**src/rtl/li_node_pkg.sv**
```systemverilog
// Package: shared types for the dual-output dataflow node.
// Assumes: nothing; pure type definitions.
package li_node_pkg;

    // Selects the combinational function applied to the two operands.
    typedef enum logic [1:0] {
        FN_ADD = 2'd0,
        FN_XOR = 2'd1,
        FN_SUB = 2'd2
    } func_e;

endpackage

```
**src/rtl/li_node_func.sv**
```systemverilog
// Module: li_node_func
// Purely combinational operand function, variant picked at elaboration.
// Assumes: operands are stable heads of their queues; result wraps mod 2^DATA_W.
module li_node_func
    import li_node_pkg::*;
#(
    parameter int    DATA_W = 8,
    parameter func_e FUNC   = FN_ADD
) (
    input  logic [DATA_W-1:0] lhs,
    input  logic [DATA_W-1:0] rhs,
    output logic [DATA_W-1:0] result
);

    // Build exactly one datapath according to FUNC.
    generate
        if (FUNC == FN_ADD) begin : g_add
            assign result = lhs + rhs;
        end else if (FUNC == FN_XOR) begin : g_xor
            assign result = lhs ^ rhs;
        end else begin : g_sub
            assign result = lhs - rhs;
        end
    endgenerate

endmodule

```
**src/rtl/li_node_done_flag.sv**
```systemverilog
// Module: li_node_done_flag
// Fire control for one output: fires when its own conditions are ready and
// it has not yet fired in the current step, then holds a done flag until
// the step is closed by the finish signal.
// Assumes: clear is only raised while done is set.
module li_node_done_flag (
    input  logic clk,
    input  logic rst_n,
    input  logic ready,
    input  logic clear,
    output logic fire,
    output logic done
);

    // Output strobe: allowed once per step.
    assign fire = ready && !done;

    // Done flag: set on fire, cleared by finish or reset.
    always_ff @(posedge clk) begin
        if (!rst_n) begin
            done <= 1'b0;
        end else if (clear) begin
            done <= 1'b0;
        end else if (fire) begin
            done <= 1'b1;
        end
    end

    // after firing, the strobe stays low the next cycle.
    a_r5_fire_once: assert property (@(posedge clk) disable iff (!rst_n)
        fire |=> !fire);

    // a set flag survives until the step is closed.
    a_r5_done_holds: assert property (@(posedge clk) disable iff (!rst_n)
        (done && !clear) |=> done);

endmodule

```
**src/rtl/li_dual_out_node.sv**
```systemverilog
// Module: li_dual_out_node
// Dataflow wrapper for a two-input, two-output combinational step:
// c = f(a, b), d = b. Each output fires on its own conditions; both inputs
// are popped in a later cycle once both outputs have been produced.
// Assumes: queue heads stay put until popped; queues ignore nothing, so
// enq is only raised when not_full and deq only when not_empty.
module li_dual_out_node
    import li_node_pkg::*;
#(
    parameter int    DATA_W = 8,
    parameter func_e FUNC   = FN_ADD
) (
    input  logic              clk,
    input  logic              rst_n,
    input  logic              a_not_empty,
    input  logic [DATA_W-1:0] a_first,
    output logic              a_deq,
    input  logic              b_not_empty,
    input  logic [DATA_W-1:0] b_first,
    output logic              b_deq,
    input  logic              c_not_full,
    output logic              c_enq,
    output logic [DATA_W-1:0] c_data,
    input  logic              d_not_full,
    output logic              d_enq,
    output logic [DATA_W-1:0] d_data
);

    logic c_ready;
    logic d_ready;
    logic c_done;
    logic d_done;
    logic step_done;

    // Per-output readiness: each depends only on its own operands and sink.
    assign c_ready = a_not_empty && b_not_empty && c_not_full;
    assign d_ready = b_not_empty && d_not_full;

    // Finish: both results registered as produced in earlier cycles.
    assign step_done = c_done && d_done;

    // Fire control for the function output.
    li_node_done_flag u_c_flag (
        .clk   (clk),
        .rst_n (rst_n),
        .ready (c_ready),
        .clear (step_done),
        .fire  (c_enq),
        .done  (c_done)
    );

    // Fire control for the pass-through output.
    li_node_done_flag u_d_flag (
        .clk   (clk),
        .rst_n (rst_n),
        .ready (d_ready),
        .clear (step_done),
        .fire  (d_enq),
        .done  (d_done)
    );

    // Function datapath.
    li_node_func #(
        .DATA_W (DATA_W),
        .FUNC   (FUNC)
    ) u_func (
        .lhs    (a_first),
        .rhs    (b_first),
        .result (c_data)
    );

    // Pass-through output and paired pops.
    assign d_data = b_first;
    assign a_deq  = step_done;
    assign b_deq  = step_done;

    // the finish pop lasts one cycle.
    a_r6_finish_pulse: assert property (@(posedge clk) disable iff (!rst_n)
        a_deq |=> !a_deq);

    // no result is written in the finish cycle.
    a_r6_quiet_finish: assert property (@(posedge clk) disable iff (!rst_n)
        a_deq |-> (!c_enq && !d_enq));

    // pops only target queues that still hold the consumed heads.
    a_r8_pop_nonempty: assert property (@(posedge clk) disable iff (!rst_n)
        b_deq |-> (a_not_empty && b_not_empty));

    // no c result while its sink is full.
    a_r3_c_sink_room: assert property (@(posedge clk) disable iff (!rst_n)
        c_enq |-> c_not_full);

endmodule

```
**config.mk**
```make
export PLATFORM = sky130hd
export DESIGN_NAME = li_dual_out_node
export DESIGN_NICKNAME = d
export VERILOG_FILES = /design/src/rtl/li_node_pkg.sv /design/src/rtl/li_node_func.sv /design/src/rtl/li_node_done_flag.sv /design/src/rtl/li_dual_out_node.sv
export SDC_FILE = /design/constraint.sdc
export NUM_CORES = 1
export LEC_CHECK = 0
export BUFFER_PORTS_ARGS = -buffer_cell sky130_fd_sc_hd__buf_2
export CAP_MARGIN = 5
export CORE_AREA = 2 2 39 41
export DETAILED_ROUTE_END_ITERATION = 10
export DIE_AREA = 0 0 41 43
export PLACE_DENSITY = 0.91
export SLEW_MARGIN = 20
export SYNTH_ARGS = -nofsm -noshare
export SYNTH_HDL_FRONTEND = slang
export SYNTH_HIERARCHICAL = 1
export SYNTH_SLANG_ARGS = --single-unit
```
**constraint.sdc**
```tcl
create_clock -name clk -period 5.3 [get_ports clk]
set_input_delay 1.59 -clock clk [delete_from_list [all_inputs] [get_ports clk]]
set_output_delay 1.59 -clock clk [all_outputs]
set_load 0.005 [all_outputs]
```
==> key figures, run 1 <==
Placed design
  • Post-DP HPWL: just over 1000 um
  • Buffers on Ports: 41
  • Final Wtd Congestion: between 0.7 and 0.8

Setup path
  • Worst Path Max Fanout: 3
  • Setup crit end kind: output pin
  • Cells on worst reg2reg path: 2
  • R2R Path End: u_c_flag/done$_SDFFE_PP0P_
  • Required @ worst endpoint: 3.71 ns
  • R2R Path Start: u_c_flag/done$_SDFFE_PP0P_
  • Crit path launch type: primary input
  • Worst EP arrival: slightly below 3 ns
  • Worst R2R Setup Slack: about 4.5 ns
  • Crit Path Class: in2out

Die
  • Die height: around 43 um
  • Placeable Area: 1380 um^2
  • Die width: about 40 um
  • Io pins: 42
  • Starting density of the core: 0.367
  • Standard-cell row count: 14
  • Die area: 1760 um^2

STA
  • Tcrit/Tclk final: 0.857
  • RSZ-0062 raised after global routing: false
  • Worst-Margin Slew: between 0.3 and 0.4 ns
  • Final setup TNS: 0 ns
  • F_max: around 220 MHz
  • Fin. Hold Viols: 0
  • Layout Skew: between 0.001 and 0.0015 ns
  • Tmin final: between 4 and 5 ns
  • Max Transition Viols Final: 0
  • # setup viols final: 0
  • Max_slew headroom: 0.771

Pwr
  • Pint: roughly 0.075 mW
  • Sequential power share: 0.148
  • Pwr/cell area: between 150 and 200 nW/um^2
  • Comb pwr share: 0.564
  • Clock share of power: 0.289
  • Sw frac: 0.337
  • Sw Pwr: between 0.03 and 0.04 mW
  • Leakage: between 0.3 and 0.4 nW
  • Total power: roughly 0.11 mW
  • VDD IR max: around 0.12 mV

Worst hold path
  • Tightest Hold Check Type: reg2reg
  • Worst Hold Launch: u_d_flag/done$_SDFFE_PP0P_
  • WHS Endpoint: u_d_flag/done$_SDFFE_PP0P_
  • Worst Hold Depth: 2

Clock tree
  • Reg clk slew, reported paths: roughly 0.03 ns
  • Setup Buffers After CTS: 0
  • CTS sink count: 2
  • Clk_lat worst skew: approximately 0.22 ns
  • Post-cts sizing count: 0
  • Total CTS buffers: 3
  • CTS Buffer Depth: 2
  • Number of hold buffers added after cts: 0
  • TritonCTS clock tree: built
  • Clk root buf: clkbuf_4
  • H-tree levels: 1

GRT
  • Number of global-route vias before repair: 540
  • Total track usage: 0.148
  • Initial antenna violation count: 0
  • Overflow after GRT: 0
  • Largest net degree at the start of global routing: 7
  • First-pass GRT wire length: approximately 1800 um

Route
  • Starting DRT DRC Count: 1
  • Drt pass-1 iters: 2
  • DRC violations left: 0
  • Final ANT Viol Nets: 0
  • Post-Route WL: between 1000 and 1500 um
  • DR vias/cell: ~5
  • DR WL/cell: 10.1 um
  • Via count: 555

Cells and area
  • Commonest cells after routing, fill and taps aside: buf_2, ha_1, inv_1, a21oi_1
  • Share of layout cells above drive strength 1: 0.505
  • Leading cell type in the layout, fill and taps excluded: buf_2
  • Area grow syn2layout: 35.5%
  • # diodes: 0
  • Final net count: about 130

Yosys
  • Sequential element share of the synthesized area: 0.0788
  • Syn avg cell area: 8.19 um^2
  • Netlist Area Pre-Place: between 500 and 600 um^2
  • #FFs+latches synth: 2
  • Unique masters post-synth: 29
  • Synth Instances: 62
  • Syn nets: 92
  • Synth warn: 6

Flow run
  • Max Cap Viol: 0

Outcome
  • Status: complete, no violations
## critical path: stages
cell and delay (ns):
buf_2 0.10, ha_1 0.22, inv_1 0.08, fa_1 0.25, nor2b_4 0.06, o31a_1 0.25, o311ai_1 0.26, buf_2 0.16
## cell families (layout without fill, tap and decap cells)
family / Yosys count / count (layout) / synth area share
AO/OA/AOI/OAI: 18 / 18 / 0.244
AND/OR/NAND/NOR: 16 / 16 / 0.227
buffers and inverters: 14 / 49 / 0.170
adder cells (fa/ha/maj): 8 / 8 / 0.212
XOR/XNOR: 4 / 4 / 0.0690
flip-flops: 2 / 2 / 0.0788
## how the worst max path moves through the flow
stage,to,slack (ns),from,cells after the start
final,c_data[6],0.76,a_first[0],8
after detailed placement,c_data[6],0.75,a_first[0],8
after global placement,c_data[6],0.78,a_first[0],8
after global routing,c_data[6],0.67,a_first[0],8
after CTS,c_data[6],0.75,a_first[0],8
after floorplan,c_data[6],1.03,a_first[0],6
## cells in the mapped netlist
master	instances	area, um^2
a211oi_1	1	7.51
a21o_1	1	7.51
a21oi_1	5	25.0
a221oi_1	1	8.76
and2_1	2	12.5
and2b_2	2	17.5
and3_1	1	6.26
buf_4	9	67.6
dfxtp_1	2	40.0
fa_1	1	20.0
ha_1	7	87.6
inv_1	5	18.8
nand2_1	1	3.75
nand2b_1	1	6.26
nor2_1	3	11.3
nor2b_1	1	6.26
nor2b_4	1	13.8
nor3_1	1	5.00
nor3b_1	1	7.51
nor3b_2	2	25.0
o211ai_1	3	22.5
o21a_1	1	7.51
o21ai_0	2	10.0
o2bb2ai_1	1	8.76
o311ai_0	1	8.76
o311ai_1	1	8.76
o31a_1	1	8.76
xnor2_1	2	17.5
xor2_1	2	17.5
## power by group through the flow
stage	clock [mW]	combinational, mW	sequential, mW
floorplan	0	0.0419	0.0167
global placement	0	0.0625	0.0169
detailed placement	0	0.0646	0.0170
CTS	0.0348	0.0651	0.0168
global route	0.0358	0.0717	0.0169
finish	0.0327	0.0639	0.0168
## flip-flops by register name, summed over array words and instances (netlist names)
signal / cells
u_d_flag/done: 1
u_c_flag/done: 1
## cell type report
class                      count  area [um^2]
multi-input combinational     46          382
clock buffer                   3         22.5
inverter                       5         18.8
timing repair buffer          41          205
fill                         146          696
sequential                     2         40.0
tap                           16         20.0
## layer usage
metal	vias to the layer above	wire [um]	track usage
met2	27	667	0.303
met4	0	0	0.0800
li1	286	-	-
met3	0	102	0.0314
met5	-	0	0
met1	242	375	0.103
## stage by stage
step / worst slack (ns) / instance area, um^2 / cells / hold WS [ns] / util
2_1_floorplan: 1.03 / 508 / 62 / 0.512 / -
3_3_place_gp: 0.781 / 666 / 110 / 0.524 / 0.481
3_5_place_dp: 0.755 / 666 / 110 / 0.537 / 0.481
4_1_cts: 0.751 / 688 / 113 / 0.552 / 0.497
5_1_grt: 0.671 / 688 / 113 / 0.591 / 0.497
6_report: 0.760 / 688 / 113 / 0.553 / 0.497
Power figures use the tool's default switching activity.
==> inputs of run 2 (changes only) <==
--- a/config.mk
+++ b/config.mk
@@ -5,12 +5,14 @@
 export SDC_FILE = /design/constraint.sdc
 export NUM_CORES = 1
 export LEC_CHECK = 0
+export ABC_CLOCK_PERIOD_IN_PS = 5300
 export BUFFER_PORTS_ARGS = -buffer_cell sky130_fd_sc_hd__buf_2
 export CAP_MARGIN = 5
 export CORE_AREA = 2 2 39 41
 export DETAILED_ROUTE_END_ITERATION = 10
 export DIE_AREA = 0 0 41 43
-export PLACE_DENSITY = 0.91
+export PLACE_DENSITY = 0.82
+export RECOVER_POWER = 50
 export SLEW_MARGIN = 20
 export SYNTH_ARGS = -nofsm -noshare
 export SYNTH_HDL_FRONTEND = slang
==> key figures, run 2 (synthesized netlist as in run 1, its figures left out) <==
Route
  • Via count: 567 (was 555)
  • Post-Route WL: 1220 um (was 1150 um)
  • Starting DRT DRC Count: 3 (was 1)
  • DR vias/cell: 5.02 (was 4.91)
  • DRC violations left: 0 (unchanged)
  • Drt pass-1 iters: 3 (was 2)
  • Final ANT Viol Nets: 0 (unchanged)
  • DR WL/cell: 10.8 um (was 10.1 um)

STA
  • Tmin final: 4.55 ns (was 4.54 ns)
  • Final setup TNS: 0 ns (unchanged)
  • Fin. Hold Viols: 0 (unchanged)
  • Max_slew headroom: 0.726 (was 0.771)
  • Tcrit/Tclk final: 0.859 (was 0.857)
  • # setup viols final: 0 (unchanged)
  • Max Transition Viols Final: 0 (unchanged)
  • F_max: 220 MHz (about the same)
  • RSZ-0062 raised after global routing: false (unchanged)
  • Worst Slack Setup Final: 0.749 ns (was 0.760 ns)
  • Layout Skew: 0.00116 ns (was 0.00138 ns)
  • Worst-Margin Slew: 0.408 ns (was 0.342 ns)

Pwr
  • Pint: 0.0748 mW (was 0.0751 mW)
  • VDD IR max: 0.0885 mV (was 0.119 mV)
  • Comb pwr share: 0.561 (was 0.564)
  • Leakage: 0.362 nW (was 0.376 nW)
  • Sw Pwr: 0.0403 mW (was 0.0382 mW)
  • Clock share of power: 0.294 (was 0.289)
  • Total power: 0.115 mW (was 0.113 mW)
  • Pwr/cell area: 168 nW/um^2 (was 165 nW/um^2)
  • Sw frac: 0.350 (was 0.337)
  • Sequential power share: 0.145 (was 0.148)

Clock tree
  • Post-cts sizing count: 0 (unchanged)
  • Setup Buffers After CTS: 0 (unchanged)
  • H-tree levels: 1 (unchanged)
  • Clk root buf: clkbuf_4 (unchanged)
  • Clk_lat worst skew: 0.22 ns (about the same)
  • CTS Buffer Depth: 2 (unchanged)
  • Reg clk slew, reported paths: 0.03 ns (about the same)
  • CTS sink count: 2 (unchanged)
  • Number of hold buffers added after cts: 0 (unchanged)
  • TritonCTS clock tree: built (unchanged)
  • Total CTS buffers: 3 (unchanged)

Die
  • Die width: 41 um (unchanged)
  • Die area: 1760 um^2 (unchanged)
  • Die height: 43 um (unchanged)
  • Io pins: 42 (unchanged)
  • Standard-cell row count: 14 (unchanged)
  • Placeable Area: 1380 um^2 (unchanged)
  • Starting density of the core: 0.367 (unchanged)

Placed design
  • Placed insts: 110 (unchanged)
  • Pre-CTS WS: 0.745 ns (was 0.755 ns)
  • Final Wtd Congestion: 0.727 (was 0.703)
  • Post-DP HPWL: 1050 um (was 1020 um)
  • Buffers on Ports: 41 (unchanged)

Flow run
  • Max Cap Viol: 0 (unchanged)

GRT
  • Overflow after GRT: 0 (unchanged)
  • Largest net degree at the start of global routing: 7 (unchanged)
  • Initial antenna violation count: 0 (unchanged)
  • Total track usage: 0.160 (was 0.148)
  • First-pass GRT wire length: 1850 um (was 1780 um)
  • Number of global-route vias before repair: 543 (was 540)

Cells and area
  • Largest regs: u_c_flag/done (1), u_d_flag/done (1) (unchanged)
  • Layout Utilization: 0.494 (was 0.497)
  • # diodes: 0 (unchanged)
  • Share of layout cells above drive strength 1: 0.464 (was 0.505)
  • Leading cell type in the layout, fill and taps excluded: buf_2 (unchanged)
  • Layout Cells excl Fill: 113 (unchanged)
  • Final net count: 129 (unchanged)
  • Area grow syn2layout: 34.5% (was 35.5%)
  • Commonest cells after routing, fill and taps aside: buf_2, ha_1, inv_1, a21oi_1, clkbuf_1 (was buf_2, ha_1, inv_1, a21oi_1)

Setup path
  • Worst EP arrival: 2.96 ns (was 2.95 ns)
  • Crit path launch type: primary input (unchanged)
  • Setup crit end kind: output pin (unchanged)
  • Worst Path Max Fanout: 3 (unchanged)
  • Cells on worst reg2reg path: 2 (unchanged)
  • Crit Path Class: in2out (unchanged)
  • Required @ worst endpoint: 3.71 ns (about the same)

Outcome
  • Status: complete, no violations (unchanged)

Worst hold path
  • Worst Hold Depth: 2 (unchanged)
  • Tightest Hold Check Type: reg2reg (unchanged)
## run 2: final cells by class
class	count	area, um^2
multi-input cells	46	382
fillers	142	701
well taps	16	20.0
flip-flops and latches	2	40.0
clock buffers	3	22.5
repair buffers	41	200
inverters	5	18.8
## run 2: power groups by stage
stage	clock, mW	sequential [mW]	combinational (mW)
finish	0.0338	0.0167	0.0645
global route	0.0373	0.0169	0.0725
CTS	0.0362	0.0167	0.0657
detailed placement	0	0.0169	0.0654
global placement	0	0.0169	0.0627
floorplan	0	0.0167	0.0419
## run 2: worst paths after layout
| check | slack, ns | startpoint | end |
|---|---|---|---|
| worst min register to register | 0.54 | u_c_flag/done$_SDFFE_PP0P_ | u_c_flag/done$_SDFFE_PP0P_ |
| worst min-delay path | 0.54 | u_c_flag/done$_SDFFE_PP0P_ | u_c_flag/done$_SDFFE_PP0P_ |
| worst max register to register | 4.49 | u_d_flag/done$_SDFFE_PP0P_ | u_d_flag/done$_SDFFE_PP0P_ |
| worst max-delay path | 0.75 | a_first[0] | c_data[6] |
## run 2: metal layers
metal / routed length [um] / GRT usage / vias up
met4: 11 / 0.100 / 0
li1: - / - / 285
met5: 0 / 0 / -
met3: 94 / 0.0524 / 2
met1: 456 / 0.122 / 253
met2: 655 / 0.300 / 27
## run 2: per-stage QoR
stage / instance area (um^2) / hold WS, ns
after floorplan: 508 / 0.512
after global placement: 666 / 0.526
after detailed placement: 666 / 0.539
after CTS: 688 / 0.543
after global routing: 683 / 0.577
final: 683 / 0.539
## run 2: critical path: stages
cell and delay [ns]:
buf_2 0.10, ha_1 0.22, inv_1 0.08, fa_1 0.25, nor2b_4 0.06, o31a_1 0.25, o311ai_1 0.26, buf_2 0.16
==> inputs of run 3 (changes only) <==
--- a/config.mk
+++ b/config.mk
@@ -9,6 +9,7 @@
 export BUFFER_PORTS_ARGS = -buffer_cell sky130_fd_sc_hd__buf_2
 export CAP_MARGIN = 5
 export CORE_AREA = 2 2 39 41
+export CTS_BUF_LIST = sky130_fd_sc_hd__clkbuf_8
 export DETAILED_ROUTE_END_ITERATION = 10
 export DIE_AREA = 0 0 41 43
 export PLACE_DENSITY = 0.82
==> key figures, run 3 (synthesized netlist as in run 1, its figures left out) <==
Cells and area
  • Layout Cells excl Fill: 113 (unchanged)
  • Final net count: 129 (unchanged)
  • Largest regs: u_c_flag/done (1), u_d_flag/done (1) (unchanged)
  • Commonest cells after routing, fill and taps aside: buf_2, ha_1, inv_1, a21oi_1, clkbuf_1 (unchanged)
  • # diodes: 0 (unchanged)
  • Leading cell type in the layout, fill and taps excluded: buf_2 (unchanged)
  • Area grow syn2layout: 38.2% (was 34.5%)
  • Share of layout cells above drive strength 1: 0.464 (unchanged)
  • Layout Utilization: 0.507 (was 0.494)

Worst hold path
  • Tightest Hold Check Type: reg2reg (unchanged)

Placed design
  • Placed insts: 110 (unchanged)
  • Post-DP HPWL: 1050 um (unchanged)
  • Final Wtd Congestion: 0.727 (unchanged)
  • Buffers on Ports: 41 (unchanged)

Pwr
  • Comb pwr share: 0.454 (was 0.561)
  • Clock share of power: 0.429 (was 0.294)
  • Pint: 0.0979 mW (was 0.0748 mW)
  • Sequential power share: 0.118 (was 0.145)
  • VDD IR max: 0.141 mV (was 0.0885 mV)
  • Sw Pwr: 0.0442 mW (was 0.0403 mW)
  • Leakage: 0.370 nW (was 0.362 nW)
  • Sw frac: 0.311 (was 0.350)
  • Pwr/cell area: 203 nW/um^2 (was 168 nW/um^2)

Clock tree
  • Number of hold buffers added after cts: 0 (unchanged)
  • Clk root buf: clkbuf_8 (was clkbuf_4)
  • CTS Buffer Depth: 2 (unchanged)
  • TritonCTS clock tree: built (unchanged)
  • Total CTS buffers: 3 (unchanged)
  • Clk_lat worst skew: 0.21 ns (was 0.22 ns)
  • CTS sink count: 2 (unchanged)
  • Post-cts sizing count: 0 (unchanged)
  • Reg clk slew, reported paths: 0.03 ns (about the same)
  • H-tree levels: 1 (unchanged)
  • Setup Buffers After CTS: 0 (unchanged)

GRT
  • Largest net degree at the start of global routing: 7 (unchanged)
  • Initial antenna violation count: 0 (unchanged)
  • Overflow after GRT: 0 (unchanged)
  • First-pass GRT wire length: 1840 um (was 1850 um)
  • Number of global-route vias before repair: 539 (was 543)
  • Total track usage: 0.158 (was 0.160)

STA
  • # setup viols final: 0 (unchanged)
  • Final setup TNS: 0 ns (unchanged)
  • F_max: 219 MHz (was 220 MHz)
  • Tmin final: 4.56 ns (was 4.55 ns)
  • Worst-Margin Slew: 0.391 ns (was 0.408 ns)
  • Layout Skew: 0.00127 ns (was 0.00116 ns)
  • Max_slew headroom: 0.738 (was 0.726)
  • Max Transition Viols Final: 0 (unchanged)
  • RSZ-0062 raised after global routing: false (unchanged)
  • Fin. Hold Viols: 0 (unchanged)
  • Tcrit/Tclk final: 0.860 (was 0.859)

Route
  • DR WL/cell: 10.8 um (about the same)
  • DR vias/cell: 5.02 (unchanged)
  • Drt pass-1 iters: 3 (unchanged)
  • Post-Route WL: 1220 um (about the same)
  • Starting DRT DRC Count: 2 (was 3)
  • Via count: 567 (unchanged)
  • DRC violations left: 0 (unchanged)
  • Final ANT Viol Nets: 0 (unchanged)

Die
  • Die area: 1760 um^2 (unchanged)
  • Die width: 41 um (unchanged)
  • Starting density of the core: 0.367 (unchanged)
  • Standard-cell row count: 14 (unchanged)
  • Io pins: 42 (unchanged)
  • Placeable Area: 1380 um^2 (unchanged)
  • Die height: 43 um (unchanged)

Setup path
  • Required @ worst endpoint: 3.71 ns (about the same)
  • Delay-heaviest family, CP: compound AO/OA/AOI/OAI gates (unchanged)
  • Buf/Inv on CP: 3 (unchanged)
  • Worst EP arrival: 2.97 ns (was 2.96 ns)
  • Most frequent CP cell: buf_2 (unchanged)
  • Slowest CP cell: o311ai_1 (unchanged)
  • Worst Path Max Fanout: 3 (unchanged)
  • CP peak stage delay: 0.26 ns (about the same)
  • Crit Path Class: in2out (unchanged)
  • Critical Path, Cell by Cell: buf_2 > ha_1 > inv_1 > fa_1 > nor2b_4 > o31a_1 > o311ai_1 > buf_2 (unchanged)
  • Crit path launch type: primary input (unchanged)
  • Setup crit end kind: output pin (unchanged)
  • Worst R2R Setup Slack: 4.49 ns (about the same)

Flow run
  • Max Cap Viol: 0 (unchanged)

Outcome
  • Status: complete, no violations (unchanged)
==> run 3: worst reg2reg max path, stage by stage, from the launching register on <==
cell     delay [ns]
dfxtp_1        0.34
and2_0         0.27
nor3b_2        0.08
==> run 3: area by class of cell <==
| cell class | count | area, um^2 |
|---|---|---|
| clock buffers | 3 | 41.3 |
| fillers | 143 | 682 |
| inverters | 5 | 18.8 |
| multi-input cells | 46 | 382 |
| flip-flops and latches | 2 | 40.0 |
| well taps | 16 | 20.0 |
| repair buffers | 41 | 200 |
==> run 3: stage by stage <==
step / hold WS, ns / setup WS (ns) / power (mW) / instance area, um^2
after floorplan: 0.512 / 1.03 / 0.0586 / 508
after global placement: 0.526 / 0.778 / 0.0796 / 666
after detailed placement: 0.539 / 0.745 / 0.0823 / 666
after CTS: 0.543 / 0.743 / 0.146 / 707
after global routing: 0.576 / 0.660 / 0.153 / 702
final: 0.537 / 0.741 / 0.142 / 702
==> run 3: worst paths after layout <==
path / from / end / cells after the start
min reg2reg: u_c_flag/done$_SDFFE_PP0P_ / u_c_flag/done$_SDFFE_PP0P_ / 2
max reg2reg: u_d_flag/done$_SDFFE_PP0P_ / u_d_flag/done$_SDFFE_PP0P_ / 2
min: u_c_flag/done$_SDFFE_PP0P_ / u_c_flag/done$_SDFFE_PP0P_ / 2
max: a_first[0] / c_data[6] / 8
==> run 3: power groups by stage <==
stage	sequential, mW	clock, mW	combinational, mW
2_1_floorplan	0.0167	0	0.0419
3_3_place_gp	0.0169	0	0.0627
3_5_place_dp	0.0169	0	0.0654
4_1_cts	0.0168	0.0632	0.0657
5_1_grt	0.0169	0.0635	0.0726
6_report	0.0167	0.0609	0.0645
==> run 3: metal layers <==
metal	vias to the layer above	wire [um]	global-route usage
met2	29	640	0.303
met1	249	443	0.122
li1	285	-	-
met3	4	102	0.0209
met4	0	35	0.120
met5	-	0	0
